--- config.mk ---
export PLATFORM = sky130hd
export DESIGN_NAME = lit_data_latch
export DESIGN_NICKNAME = d
export VERILOG_FILES = /design/src/rtl/lit_latch_pkg.sv /design/src/rtl/lit_rst_sync.sv /design/src/rtl/lit_exec_gate.sv /design/src/rtl/lit_word_merge.sv /design/src/rtl/lit_data_latch.sv
export SDC_FILE = /design/constraint.sdc
export NUM_CORES = 1
export LEC_CHECK = 0
export ABC_AREA = 1
export BUFFER_PORTS_ARGS = -buffer_cell sky130_fd_sc_hd__buf_2
export CAP_MARGIN = 40
export CORE_AREA = 8 8 105 107
export DETAILED_ROUTE_END_ITERATION = 10
export DIE_AREA = 0 0 113 115
export PLACE_DENSITY = 0.58
export SLEW_MARGIN = 20
export SYNTH_ARGS = -nofsm -noshare
export SYNTH_HDL_FRONTEND = slang
export SYNTH_SLANG_ARGS = --single-unit
--- constraint.sdc ---
create_clock -name clk_i -period 3.7 [get_ports clk_i]
set_clock_uncertainty 0.1 [all_clocks]
set_input_delay 0.74 -clock clk_i [delete_from_list [all_inputs] [get_ports clk_i]]
set_output_delay 0.74 -clock clk_i [all_outputs]
set_load 0.05 [all_outputs]
--- src/rtl/lit_latch_pkg.sv ---
package lit_latch_pkg;
  typedef enum logic [1:0] {
    FILL_SHIFT = 2'b00,
    FILL_ZERO  = 2'b01,
    FILL_ONE   = 2'b10,
    FILL_RSVD  = 2'b11
  } fill_mode_e;
endpackage

--- src/rtl/lit_rst_sync.sv ---
module lit_rst_sync #(
  parameter int STAGES = 2
) (
  input  logic clk_i,
  input  logic arst_ni,
  output logic rst_no
);
  logic [STAGES-1:0] sync_q;

  always_ff @(posedge clk_i or negedge arst_ni) begin
    if (!arst_ni) sync_q <= '0;
    else          sync_q <= {sync_q[STAGES-2:0], 1'b1};
  end

  assign rst_no = sync_q[STAGES-1];
endmodule

--- src/rtl/lit_exec_gate.sv ---
module lit_exec_gate (
  input  logic lit_req_i,
  input  logic pred_ok_i,
  input  logic one_shot_i,
  input  logic outer_live_i,
  output logic fire_o
);
  logic loop_ok;

  always_comb begin
    loop_ok = one_shot_i | outer_live_i;
    fire_o  = lit_req_i & pred_ok_i & loop_ok;
  end
endmodule

--- src/rtl/lit_word_merge.sv ---
module lit_word_merge
  import lit_latch_pkg::*;
#(
  parameter int WORD_W = 37,
  parameter int PAY_W  = 17
) (
  input  logic [WORD_W-1:0] cur_i,
  input  fill_mode_e        mode_i,
  input  logic [PAY_W-1:0]  pay_i,
  output logic [WORD_W-1:0] next_o,
  output logic              valid_o
);
  localparam int HI_W = WORD_W - PAY_W;

  logic [HI_W-1:0] upper;

  always_comb begin
    valid_o = 1'b1;
    case (mode_i)
      FILL_SHIFT: upper = cur_i[HI_W-1:0];
      FILL_ZERO:  upper = '0;
      FILL_ONE:   upper = '1;
      default: begin
        upper   = cur_i[WORD_W-1:PAY_W];
        valid_o = 1'b0;
      end
    endcase
    next_o = {upper, pay_i};
  end
endmodule

--- src/rtl/lit_data_latch.sv ---
module lit_data_latch
  import lit_latch_pkg::*;
#(
  parameter int WORD_W = 37,
  parameter int PAY_W  = 17
) (
  input  logic              clk_i,
  input  logic              rst_ni,
  input  logic              cap_stb_i,
  input  logic [WORD_W-1:0] cap_word_i,
  input  logic              lit_req_i,
  input  logic [1:0]        lit_fill_i,
  input  logic [PAY_W-1:0]  lit_pay_i,
  input  logic              pred_ok_i,
  input  logic              one_shot_i,
  input  logic              outer_live_i,
  output logic [WORD_W-1:0] word_o,
  output logic              upd_o
);
  localparam int HI_W = WORD_W - PAY_W;

  logic              rst_n;
  logic              lit_fire;
  logic              merge_ok;
  logic [WORD_W-1:0] merged;
  logic [WORD_W-1:0] word_q, word_d;
  logic              upd_q, upd_d;

  lit_rst_sync #(.STAGES(2)) rst_sync_i (
    .clk_i  (clk_i),
    .arst_ni(rst_ni),
    .rst_no (rst_n)
  );

  lit_exec_gate gate_i (
    .lit_req_i   (lit_req_i),
    .pred_ok_i   (pred_ok_i),
    .one_shot_i  (one_shot_i),
    .outer_live_i(outer_live_i),
    .fire_o      (lit_fire)
  );

  lit_word_merge #(.WORD_W(WORD_W), .PAY_W(PAY_W)) merge_i (
    .cur_i  (word_q),
    .mode_i (fill_mode_e'(lit_fill_i)),
    .pay_i  (lit_pay_i),
    .next_o (merged),
    .valid_o(merge_ok)
  );

  // next-state: capture first, then a qualified literal
  always_comb begin
    word_d = word_q;
    upd_d  = 1'b0;
    if (cap_stb_i) begin
      word_d = cap_word_i;
      upd_d  = 1'b1;
    end else if (lit_fire && merge_ok) begin
      word_d = merged;
      upd_d  = 1'b1;
    end
  end

  always_ff @(posedge clk_i or negedge rst_n) begin
    if (!rst_n) begin
      word_q <= '0;
      upd_q  <= 1'b0;
    end else begin
      if (upd_d) word_q <= word_d;
      upd_q <= upd_d;
    end
  end

  assign word_o = word_q;
  assign upd_o  = upd_q;

  // one cycle of history after reset release, so $past never reaches into reset
  logic live_q;
  always_ff @(posedge clk_i or negedge rst_n) begin
    if (!rst_n) live_q <= 1'b0;
    else        live_q <= 1'b1;
  end


  cap_load_chk: assert property (@(posedge clk_i) disable iff (!rst_n)
    live_q && $past(cap_stb_i) |-> word_o == $past(cap_word_i));


  pay_low_chk: assert property (@(posedge clk_i) disable iff (!rst_n)
    live_q && $past(!cap_stb_i && lit_fire && lit_fill_i != 2'b11)
      |-> word_o[PAY_W-1:0] == $past(lit_pay_i));


  shift_up_chk: assert property (@(posedge clk_i) disable iff (!rst_n)
    live_q && $past(!cap_stb_i && lit_fire && lit_fill_i == 2'b00)
      |-> word_o[WORD_W-1:PAY_W] == $past(word_o[HI_W-1:0]));


  zero_fill_chk: assert property (@(posedge clk_i) disable iff (!rst_n)
    live_q && $past(!cap_stb_i && lit_fire && lit_fill_i == 2'b01)
      |-> word_o[WORD_W-1:PAY_W] == '0);


  one_fill_chk: assert property (@(posedge clk_i) disable iff (!rst_n)
    live_q && $past(!cap_stb_i && lit_fire && lit_fill_i == 2'b10)
      |-> &word_o[WORD_W-1:PAY_W]);


  loop_gate_chk: assert property (@(posedge clk_i) disable iff (!rst_n)
    (!one_shot_i && !outer_live_i) |-> !lit_fire);


  quiet_hold_chk: assert property (@(posedge clk_i) disable iff (!rst_n)
    live_q && !upd_o |-> $stable(word_o));
endmodule

Word-level counts from Yosys, hierarchy flattened --
Index checks and enable logic that the tools add are counted.
Word-level totals: memories kept 0, flip-flop bits (word level) 40, word-level logic and storage cells 22, bits in latches 0, ROM bits 0, memory bits (writable) 0
Operators by class: shifts and indexed selects 0, div/mod/pow operators 0, muxes and demuxes 6, add/sub/neg operators 0, multiply operators 0, order comparisons 0, bitwise gates (word level) 3, eq/ne operators 2, reduce and logical (&&, ||, !) cells 7
Operator list (count):
- two-way mux 37 bit | 2
- case mux 20 bit (3 select lines) | 1
- nonzero test 4 bit | 1
- two-way mux 1 bit | 3
- AND reduction 3 bit | 1
- OR reduction 3 bit | 1
- AND 1 bit | 2
- equality test 2 x 1 -> 1 bit (second input constant) | 1
- equality test 2 bit (second input constant) | 1
- logical NOT 2 bit | 1
- AND reduction 2 bit | 1
- nonzero test 2 bit | 1
- logical AND 1 bit | 1
- bitwise OR 1 bit | 1

Depth between registers and ports, before layout --
Gate-level depths: netlist (run 1).
word-level depth 7, depth in mapped cells 10, depth with buffers taken out 9

Hierarchy --
From an unflattened synthesis (run 1), not the netlist that was laid out.
Second synthesis, totals: cell total of the unflattened synthesis 376, area total of the unflattened synthesis 2521.2 sq um
Modules (own cells, without submodules):
- lit_data_latch | times used 1, cells each 283, seq. area each 950.9 sq um, area an instance 2005.7 sq um
- lit_word_merge | times used 1, cells each 87, seq. area each 0.0 sq um, area an instance 450.4 sq um
- lit_rst_sync | times used 1, cells each 3, seq. area each 50.0 sq um, area an instance 53.8 sq um
- lit_exec_gate | times used 1, cells each 3, seq. area each 0.0 sq um, area an instance 11.3 sq um

Worst setup path after synthesis (run 1) --
No wires, ideal clock.
path type input port to flip-flop, start point input port lit_fill_i[0], end point register word_q[29] (netlist: word_o[29]), slack 1.791 ns, stages 9, path buffers 1, arrival time 1.690 ns, data required time 3.481 ns, cells stage by stage inv_1 ha_1 nand2_1 clkbuf_1 nand2_1 nand2_1 nand2_1 nand3_1 nand2_1
On the way: cells in the longest elaborated chain, start to end 7, elaborated cells between the ends (all ways) 14
RTL lines:
- from (decl) | line lit_data_latch.sv:12 | input logic [1:0] lit_fill_i,
- equality test 2 x 1 -> 1 bit, or another cell as far along | line lit_word_merge.sv:19 | case (mode_i)
- OR reduction 3 bit (no source line)
- two-way mux 1 bit | line lit_word_merge.sv:19
- logical AND 1 bit | line lit_data_latch.sv:58 | end else if (lit_fire && merge_ok) begin
- two-way mux 1 bit | line lit_data_latch.sv:58
- two-way mux 1 bit | line lit_data_latch.sv:55 | if (cap_stb_i) begin
- AND reduction 3 bit (no source line)
- to (signal assigned) | line lit_data_latch.sv:69 | if (upd_d) word_q <= word_d;
- to (decl) | line lit_data_latch.sv:26 | logic [WORD_W-1:0] word_q, word_d;
Several ways; a longest one is shown, not always the timed one. The select of a mux whose other input is x is not followed. A chain may end at the register's enable or synchronous reset.

Worst setup path in the final report (run 1) --
start point input port lit_fill_i[0], end point register word_q[19] (netlist: word_o[19])
The elaborated chain is that of the path after synthesis.

==> results.sh, run 1 <==
export IMPL_status="completed"
export IMPL_setup_viol=0
export IMPL_final_max_slew_viol_count=0
export IMPL_worst_path_buf_inv=2
export IMPL_cpMostUsedCell="nand2_1"
export IMPL_gp_congestion=0.745
export IMPL_pre_cts_slack_ns=0.917
export IMPL_yosys_area_share_simple=0.473
export IMPL_power_switching_share=0.397
export IMPL_synth_compound_gate_area_share=0
export IMPL_syn_avg_cell_area_um2=6.65
export IMPL_fmax_mhz=409
export IMPL_num_io_pins=101
export IMPL_regToRegSetupSlack_ns=2.65
export IMPL_clk_pin_slew_worst_paths_ns=0.07
export IMPL_drtIter0Drc=99
export IMPL_hold_viol_final=0
export IMPL_worst_setup_path_start_kind="input port"
export IMPL_grt_max_degree=41
export IMPL_r2r_worst_path_cells=6
export IMPL_clkLatencyLatePin_ns=0.29
export IMPL_power_density_nw_per_um2=481
export IMPL_drive_gt1_frac=0.269
export IMPL_critPathArrivalTime_ns=2.52
export IMPL_slowest_stage="nand2_1"
export IMPL_drc=0
export IMPL_post_cts_resize_count=0
export IMPL_criticalPathCategory="input port to register"
export IMPL_overflow=0
export IMPL_grt_pass1_vias=2463
export IMPL_synth_xor_area_frac=0
export IMPL_fin_ws_ns=1.26
export IMPL_crit_family="simple AND/OR/NAND/NOR gates"
export IMPL_die_area_um2=13000
export IMPL_comb_power_share=0.347
export IMPL_internal_power_mw=0.858
export IMPL_drt_total_wl_mm=7.12
export IMPL_timing_rr_start="word_o[16]$_DFFE_PN0P_"
export IMPL_tns_ns=0
export IMPL_worst_pin_slew_ns=0.638
export IMPL_synth_top_family_by_area="simple AND/OR/NAND/NOR gates"
export IMPL_core_um2=9460
export IMPL_placementRows=36
export IMPL_cp_max_fo=21
export IMPL_grt_total_usage=0.114
export IMPL_ys_ff_latch=40
export IMPL_synthMuxAreaShare=0
export IMPL_fill_cells=1063
export IMPL_ys_seq_area_frac=0.438
export IMPL_synth_cells=344
export IMPL_vias=2290
export IMPL_start_util=0.242
export IMPL_dp_cells=538
export IMPL_cts_htree_levels=2
export IMPL_slew_headroom=0.574
export IMPL_synthesis_area_um2=2290
export IMPL_yosys_area_share_adder=0.0164
export IMPL_cts_setup_buffers=0
export IMPL_die_height_um=115
export IMPL_ir_drop_uv=133
export IMPL_ant_nets=0
export IMPL_rsz0062_at_grt="false"
export IMPL_yosysUniqueCellTypes=15
export IMPL_drt_pass1_iter_count=4
export IMPL_endpoint_kind="register"
export IMPL_tritoncts="built"
export IMPL_pwr_share_clk=0.272
export IMPL_cts_sinks=40
export IMPL_layoutNonFillerInstCount=546
export IMPL_rr_endpoint="word_o[33]$_DFFE_PN0P_"
export IMPL_fp_dieW_um=113
export IMPL_pwr_share_seq=0.381
export IMPL_finalCritPeriodShare=0.661
export IMPL_grt_pass1_wl_mm=12.1
export IMPL_cts_buffers=5
export IMPL_antennaDiodeCount=0
export IMPL_cts_root_buf="clkbuf_8"
export IMPL_max_stage_delay_ns=0.55
export IMPL_synth_nets=410
export IMPL_postCtsHoldBufs=0
export IMPL_routed_via_density=4.19
export IMPL_hold_path_class="input port to async pin"
export IMPL_period_minus_slack_ns=2.44
export IMPL_path_cells="buf_2 > inv_1 > ha_1 > nor2_1 > nand2_1 > nand2_1 > nand2_1 > nand2_1"
export IMPL_hpwl_mm=5.50
export IMPL_ys_warn_count=0
export IMPL_clk_path_buf_depth=2
export IMPL_num_nets_final=497
export IMPL_leakagePower_nw=1.86
export IMPL_wl_per_cell_um=13.0
export IMPL_antenna_found_initial=0
export IMPL_maxCapViolations=0
export IMPL_switching_power_mw=0.564
export IMPL_port_buffers=100
export IMPL_area_growth_pct=29.4
export IMPL_worstPathRequired_ns=3.77
routing by layer:
metal  GRT usage  part of all wire
met2       0.182              0.46
met5           0                 0
met3      0.0215             0.034
met1       0.153              0.50
met4      0.0302             0.010
synthesized netlist by cell type:
library cell  number  area, um^2
buf_4              1        7.51
conb_1             1        3.75
inv_2              1        3.75
nand3_1           37         185
dfrtp_1           40        1000
buf_2             16        80.1
buf_6              1        11.3
nand2_1          230         863
ha_1               3        37.5
nor2_1             1        3.75
inv_1              5        18.8
nand2_4            2        22.5
buf_8              2        30.0
clkbuf_1           3        11.3
nor2_2             1        6.26
worst register-to-register path, stage by stage (launching register included):
cell and delay (ns):
dfrtp_1 0.41, nand2_1 0.07, nand2_1 0.06, nand2_1 0.10, nand2_1 0.06, nand3_1 0.07, nand2_1 0.07
power groups by stage:
stage | clock [mW] | combinational, mW | sequential, mW
2_1_floorplan | 0 | 0.156 | 0.754
3_3_place_gp | 0 | 0.486 | 0.556
3_5_place_dp | 0 | 0.500 | 0.552
4_1_cts | 0.406 | 0.501 | 0.544
5_1_grt | 0.428 | 0.542 | 0.553
6_report | 0.387 | 0.493 | 0.542
flip-flops by register name (all words and copies together), names as in the netlist:
register and cells:
rst_sync_i.sync_q 2, upd_o 1, word_o 37
per-stage QoR:
step | hold slack (ns) | util | power (mW) | instance area (um^2)
floorplan | 0.231 | - | 0.910 | 2290
global placement | 0.236 | 0.297 | 1.04 | 2810
detailed placement | 0.153 | 0.299 | 1.05 | 2830
CTS | 0.116 | 0.313 | 1.45 | 2960
global route | 0.106 | 0.313 | 1.52 | 2960
finish | 0.127 | 0.313 | 1.42 | 2960
how the worst max path moves through the flow:
stage                  startpoint                      to  slack, ns  cells after the start
floorplan           lit_fill_i[0]  word_o[29]$_DFFE_PN0P_       1.79                      9
global placement    lit_fill_i[0]  word_o[19]$_DFFE_PN0P_       1.01                      8
detailed placement  lit_fill_i[0]  word_o[19]$_DFFE_PN0P_       0.92                      8
CTS                 lit_fill_i[0]  word_o[19]$_DFFE_PN0P_       1.24                      8
global route        lit_fill_i[0]  word_o[28]$_DFFE_PN0P_       1.03                      8
finish              lit_fill_i[0]  word_o[19]$_DFFE_PN0P_       1.26                      8
final cells by class:
cell class | count | area [um^2] | area share
clock buffer | 7 | 96.3 | 0.0326
clock inverter | 1 | 30.0 | 0.0101
timing repair buffer | 103 | 543 | 0.184
inverter | 6 | 22.5 | 0.00761
multi-input combinational | 275 | 1120 | 0.379
tap | 114 | 143 | 0.0482
sequential | 40 | 1000 | 0.339
cell usage in the layout (no fill, tap or decap), types with 2 or more instances in the layout:
cell	n
inv_1	5
nand2_4	2
ha_1	3
dfrtp_1	39
clkbuf_8	7
buf_2	100
nand3_1	37
buf_4	2
nand2_1	230
cell families (layout without fill, tap and decap cells):
| logic type | count (synthesis) | after routing |
|---|---|---|
| simple gates | 271 | 271 |
| flops | 40 | 40 |
| buf+inv | 29 | 117 |
| fa+ha+maj | 3 | 3 |
| other cells | 1 | 1 |
No activity file was read; power rests on OpenSTA's default activity.
==> run 2: changes to the inputs <==
--- a/config.mk
+++ b/config.mk
@@ -11,7 +11,7 @@
 export CORE_AREA = 8 8 105 107
 export DETAILED_ROUTE_END_ITERATION = 10
 export DIE_AREA = 0 0 113 115
-export PLACE_DENSITY = 0.58
+export PLACE_DENSITY = 0.6
 export SLEW_MARGIN = 20
 export SYNTH_ARGS = -nofsm -noshare
 export SYNTH_HDL_FRONTEND = slang
==> constraint.sdc (replaced) <==
create_clock -name clk_i -period 2.16 [get_ports clk_i]
set_clock_uncertainty 0.1 [all_clocks]
set_input_delay 0.432 -clock clk_i [delete_from_list [all_inputs] [get_ports clk_i]]
set_output_delay 0.432 -clock clk_i [all_outputs]
set_load 0.05 [all_outputs]
==> run 2 against run 1 <==
Effect of this change: combinational power rose by 75%; highest routed layer unchanged; sequential power is 70% higher; cell count grew 1.1%; die area stayed put; core utilization up 0.38 points; worst hold slack worse by 0.0031 ns; critical path depth fell by 7; sequential share of layout area down 0.41 points; non-clock buffer count increased by 6; via count about the same; setup slack got worse by 0.59 ns.
==> results.sh, run 2 (same netlist as run 1, synthesis figures left out) <==
export IMPL_num_io_pins=101
export IMPL_placementRows=36
export IMPL_use_met3=0.0205
export IMPL_drt_total_wl_mm=6.98
export IMPL_switching_power_mw=0.951
export IMPL_critPathArrivalTime_ns=0.96
export IMPL_fmax_mhz=669
export IMPL_drive_gt1_frac=0.272
export IMPL_vias=2292
export IMPL_grt_pass1_vias=2393
export IMPL_slowest_stage="dfrtp_1"
export IMPL_area_growth_pct=31.0
export IMPL_tritoncts="built"
export IMPL_worst_setup_path_start_kind="register"
export IMPL_period_minus_slack_ns=1.49
export IMPL_seq_area_um2=1000
export IMPL_setup_viol=0
export IMPL_busiest_layer="met2"
export IMPL_routed_via_density=4.15
export IMPL_cts_htree_levels=2
export IMPL_grt_max_degree=41
export IMPL_crit_family="flip-flops"
export IMPL_comb_power_share=0.377
export IMPL_layout_common_cells="nand2_1, buf_2, dfrtp_1"
export IMPL_clkLatencyLatePin_ns=0.28
export IMPL_hold_viol_final=0
export IMPL_num_nets_final=503
export IMPL_die_area_um2=13000
export IMPL_cts_root_buf="clkbuf_8"
export IMPL_status="completed"
export IMPL_placed_area_um2=2870
export IMPL_core_um2=9460
export IMPL_multi_input_area_um2=1120
export IMPL_drt_pass1_iter_count=4
export IMPL_drc=0
export IMPL_criticalPathCategory="register to output port"
export IMPL_antenna_found_initial=0
export IMPL_fp_dieW_um=113
export IMPL_leakagePower_nw=1.88
export IMPL_start_util=0.242
export IMPL_path_cells="buf_2"
export IMPL_overflow=0
export IMPL_ir_drop_uv=256
export IMPL_power_density_nw_per_um2=765
export IMPL_pwr_share_seq=0.403
export IMPL_grt_use_met2=0.179
export IMPL_fill_cells=1106
export IMPL_layout_commonest_cell="nand2_1"
export IMPL_final_max_slew_viol_count=0
export IMPL_finalCritPeriodShare=0.692
export IMPL_pwr_share_clk=0.220
export IMPL_cts_sinks=40
export IMPL_hpwl_mm=5.38
export IMPL_grt_pass1_wl_mm=11.7
export IMPL_maxCapViolations=0
export IMPL_gr_usage_met1=0.146
export IMPL_clk_path_buf_depth=2
export IMPL_gp_congestion=0.738
export IMPL_tns_ns=0
export IMPL_r2r_worst_path_cells=6
export IMPL_port_buffers=100
export IMPL_clk_pin_slew_worst_paths_ns=0.07
export IMPL_cts_buffers=5
export IMPL_ant_nets=0
export IMPL_rsz0062_at_grt="false"
export IMPL_hold_ws_ns=0.124
export IMPL_worst_path_buf_inv=1
export IMPL_wl_per_cell_um=12.6
export IMPL_path_depth=1
export IMPL_cts_setup_buffers=0
export IMPL_cp_max_fo=3
export IMPL_antennaDiodeCount=0
export IMPL_max_stage_delay_ns=0.39
export IMPL_internal_power_mw=1.34
export IMPL_hold_path_class="register to async pin"
export IMPL_grt_total_usage=0.110
export IMPL_final_util=0.317
export IMPL_post_cts_resize_count=0
export IMPL_endpoint_kind="output port"
export IMPL_largest_reg_flops=37
export IMPL_worstPathRequired_ns=1.63
export IMPL_die_height_um=115
export IMPL_fin_area_um2=3000
export IMPL_drtIter0Drc=113
export IMPL_postCtsHoldBufs=1
export IMPL_power_switching_share=0.415
-- run 2: path summary, 6_finish.rpt --
kind / from / end / slack [ns]
max: word_o[14]$_DFFE_PN0P_ / word_o[14] / 0.67
min: rst_sync_i.sync_q[1]$_DFF_PN0_ / word_o[9]$_DFFE_PN0P_ / 0.12
max reg2reg: word_o[6]$_DFFE_PN0P_ / word_o[23]$_DFFE_PN0P_ / 1.17
min reg2reg: rst_sync_i.sync_q[1]$_DFF_PN0_ / word_o[9]$_DFFE_PN0P_ / 0.12
max in group asynchronous: rst_sync_i.sync_q[1]$_DFF_PN0_ / word_o[17]$_DFFE_PN0P_ / 1.39
min in group clk_i: rst_sync_i.sync_q[0]$_DFF_PN0_ / rst_sync_i.sync_q[1]$_DFF_PN0_ / 0.26
-- run 2: worst register-to-register path, cell delays in order (launching register included) --
cell,delay [ns]
dfrtp_1,0.41
nand2_1,0.08
nand2_1,0.05
nand2_1,0.08
nand2_1,0.05
nand3_1,0.07
nand2_1,0.05
-- run 2: cell type report --
type / instances / share of cell area
multi-input combinational: 275 / 0.375
tap: 114 / 0.0476
sequential: 40 / 0.335
inverter: 6 / 0.00752
clock buffer: 8 / 0.0301
timing repair buffer: 109 / 0.206
-- run 2: power groups by stage --
stage | Clock (mW) | Combinational (mW) | Sequential, mW
after floorplan | 0 | 0.267 | 1.29
after global placement | 0 | 0.854 | 0.948
after detailed placement | 0 | 0.864 | 0.947
after CTS | 0.531 | 0.867 | 0.932
after global routing | 0.555 | 0.948 | 0.940
final | 0.503 | 0.865 | 0.924
-- run 2: layer usage --
layer	vias to the layer above	wire (um)
met5	-	0
met4	0	83
met3	6	226
met2	65	3230
met1	990	3430
li1	1231	-
-- run 2: stage by stage --
stage	cells	worst slack, ns	power (mW)
floorplan	344	0.559	1.56
global placement	542	0.428	1.80
detailed placement	542	0.388	1.81
CTS	551	0.644	2.33
global route	552	0.523	2.44
finish	552	0.665	2.29
==> run 3: changes to the inputs <==
--- a/config.mk
+++ b/config.mk
@@ -5,13 +5,13 @@
 export SDC_FILE = /design/constraint.sdc
 export NUM_CORES = 1
 export LEC_CHECK = 0
-export ABC_AREA = 1
+export ABC_AREA = 0
 export BUFFER_PORTS_ARGS = -buffer_cell sky130_fd_sc_hd__buf_2
 export CAP_MARGIN = 40
-export CORE_AREA = 8 8 105 107
+export CORE_AREA = 8 8 108 110
 export DETAILED_ROUTE_END_ITERATION = 10
-export DIE_AREA = 0 0 113 115
-export PLACE_DENSITY = 0.6
+export DIE_AREA = 0 0 116 118
+export PLACE_DENSITY = 0.57
 export SLEW_MARGIN = 20
 export SYNTH_ARGS = -nofsm -noshare
 export SYNTH_HDL_FRONTEND = slang
==> constraint.sdc (replaced) <==
create_clock -name clk_i -period 1.42 [get_ports clk_i]
set_clock_uncertainty 0.1 [all_clocks]
set_input_delay 0.284 -clock clk_i [delete_from_list [all_inputs] [get_ports clk_i]]
set_output_delay 0.284 -clock clk_i [all_outputs]
set_load 0.05 [all_outputs]
==> run 3 against run 2 <==
Effect of this change: the run now ends with setup timing left; worst hold slack got worse by 0.048 ns; power rose by 56%; sequential power grew 46%; clock-buffer cell count is 1 lower; design area up 13%; via count decreased by 6.8%; first-iteration DRC count is 39% lower; area after synthesis is 5.8% higher; flip-flop and latch count is the same; synthesized cell count shrank 33%; global-route usage barely moved; non-clock buffer count is 7 higher.
==> results.sh, run 3 <==
export IMPL_cts_buffers=5
export IMPL_num_io_pins=101
export IMPL_final_max_slew_viol_count=0
export IMPL_grt_use_met2=0.168
export IMPL_hold_path_class="register to async pin"
export IMPL_grt_pass1_vias=2252
export IMPL_worstPathRequired_ns=1.50
export IMPL_drtIter0Drc=69
export IMPL_core_um2=10000
export IMPL_synth_top_area_cell="dfrtp_1"
export IMPL_async_flop_share=1.00
export IMPL_use_met3=0.0308
export IMPL_max_stage_delay_ns=0.30
export IMPL_maxCapViolations=0
export IMPL_layoutNonFillerInstCount=461
export IMPL_cts_root_buf="clkbuf_8"
export IMPL_fp_dieW_um=116
export IMPL_drc=0
export IMPL_synth_nets=295
export IMPL_multi_input_area_um2=1250
export IMPL_endpoint_kind="register"
export IMPL_gr_usage_met1=0.147
export IMPL_yosysUniqueCellTypes=22
export IMPL_vias=2136
export IMPL_yosysTopAreaCellShare=0.414
export IMPL_num_nets_final=390
export IMPL_cp_max_fo=5
export IMPL_seq_area_um2=1000
export IMPL_ir_drop_uv=366
export IMPL_overflow=0
export IMPL_synth_most_common_cell="dfrtp_1"
export IMPL_synth_cells=229
export IMPL_clkLatencyLatePin_ns=0.29
export IMPL_port_buffers=100
export IMPL_synth_edf_count=0
export IMPL_slowest_stage="a221o_1"
export IMPL_hpwl_mm=5.79
export IMPL_rsz0062_at_grt="true"
export IMPL_power_density_nw_per_um2=1050
export IMPL_status="complete, but fails checks"
export IMPL_cts_htree_levels=2
export IMPL_worst_setup_path_start_kind="input port"
export IMPL_crit_family="compound AO/OA/AOI/OAI gates"
export IMPL_period_minus_slack_ns=1.42
export IMPL_gp_congestion=0.754
export IMPL_layout_common_cells="buf_2, dfrtp_1, nor2b_1, nor4_1, a221o_1"
export IMPL_cts_sinks=40
export IMPL_fin_area_um2=3390
export IMPL_die_height_um=118
export IMPL_synth_area_leaders="dfrtp_1, a221o_1, mux2i_1"
export IMPL_area_growth_pct=40.1
export IMPL_drt_total_wl_mm=7.66
export IMPL_syn_avg_cell_area_um2=10.6
export IMPL_antennaDiodeCount=0
export IMPL_clk_pin_slew_worst_paths_ns=0.08
export IMPL_wl_per_cell_um=16.6
export IMPL_dp_cells=450
export IMPL_finalCritPeriodShare=1.00
export IMPL_antenna_found_initial=0
export IMPL_die_area_um2=13700
export IMPL_critPathArrivalTime_ns=1.50
export IMPL_leakagePower_nw=1.55
export IMPL_grt_total_usage=0.110
export IMPL_fill_cells=1071
export IMPL_worst_path_buf_inv=3
export IMPL_clk_path_buf_depth=2
export IMPL_criticalPathCategory="input port to register"
export IMPL_synthesis_area_um2=2420
export IMPL_start_util=0.242
export IMPL_drive_gt1_frac=0.434
export IMPL_finalPower_mw=3.57
export IMPL_layout_commonest_cell="buf_2"
export IMPL_netlist_top_cells_count="dfrtp_1, a221o_1, mux2i_1, nor2b_1, nor4_1"
export IMPL_ys_flop_type="dfrtp_1"
export IMPL_placed_area_um2=3180
export IMPL_violations="setup timing"
export IMPL_fin_ws_ns=-0.00168
export IMPL_hold_ws_ns=0.0760
export IMPL_ys_warn_count=0
export IMPL_grt_max_degree=46
export IMPL_ant_nets=0
export IMPL_largest_reg_flops=37
export IMPL_routed_via_density=4.63
export IMPL_ys_seq_area_frac=0.414
export IMPL_fmax_mhz=703
export IMPL_placementRows=37
export IMPL_drt_pass1_iter_count=4
export IMPL_tns_ns=-0.00168
export IMPL_grt_pass1_wl_mm=12.0
export IMPL_path_cells="buf_12 > inv_12 > ha_4 > o22ai_2 > or2_4 > clkbuf_16 > a221o_1"
export IMPL_hold_viol_final=0
export IMPL_setup_viol=1
export IMPL_ys_ff_latch=40
export IMPL_busiest_layer="met2"
export IMPL_tritoncts="built"
-- run 3: timing repair --
action	in CTS	in global routing
pin swaps	1	1
gates resized for setup	3	9
gates cloned	0	2
setup buffers	0	0
endpoints found under the hold margin	2	0
endpoints found under the setup margin	20	20
hold buffers	1	0
-- run 3: kinds of logic after synthesis --
logic type / count (synthesis) / synth area share
compound gates: 38 / 0.191
fa+ha+maj: 3 / 0.0155
buf+inv: 47 / 0.0854
flops: 40 / 0.414
mux: 20 / 0.0828
other cells: 1 / 0.00155
simple gates: 80 / 0.210
-- run 3: final cells by class --
type                       instances  share of cell area
clock buffer                       7              0.0284
timing repair buffer             116               0.222
multi-input combinational        142               0.368
sequential                        40               0.296
inverter                          19              0.0262
clock inverter                     1             0.00886
tap                              136              0.0502
-- run 3: stage by stage --
step	util	worst slack, ns
floorplan	-	-0.132
global placement	0.318	-0.398
detailed placement	0.318	-0.419
CTS	0.332	0.000407
global route	0.339	-0.0374
finish	0.339	-0.00168
-- run 3: worst register-to-register path, stage by stage (launching register included) --
cell     delay, ns
dfrtp_1       0.43
mux2i_1       0.16
nor4_1        0.07
a221o_1       0.26
-- run 3: final timing paths --
path	end	slack [ns]	cells after the start	start
min	word_o[34]$_DFFE_PN0P_	0.08	0	rst_sync_i.sync_q[1]$_DFF_PN0_
max reg2reg	word_o[23]$_DFFE_PN0P_	0.30	3	word_o[6]$_DFFE_PN0P_
max	word_o[28]$_DFFE_PN0P_	-0.002	7	lit_fill_i[0]
min in group clk_i	word_o[25]$_DFFE_PN0P_	0.12	2	cap_word_i[25]
max in group asynchronous	word_o[1]$_DFFE_PN0P_	0.69	1	rst_sync_i.sync_q[1]$_DFF_PN0_
min reg2reg	word_o[34]$_DFFE_PN0P_	0.08	0	rst_sync_i.sync_q[1]$_DFF_PN0_
-- run 3: metal layers --
layer | vias to the layer above | routed length (um)
li1 | 1055 | -
met1 | 1004 | 3610
met2 | 70 | 3490
met3 | 7 | 453
met4 | 0 | 105
met5 | - | 0
-- run 3: power by group --
group	internal (mW)	switching, mW	leakage (nW)
clock network	0.621	0.411	0.0645
logic	0.422	0.774	1.00
registers	1.25	0.0932	0.484
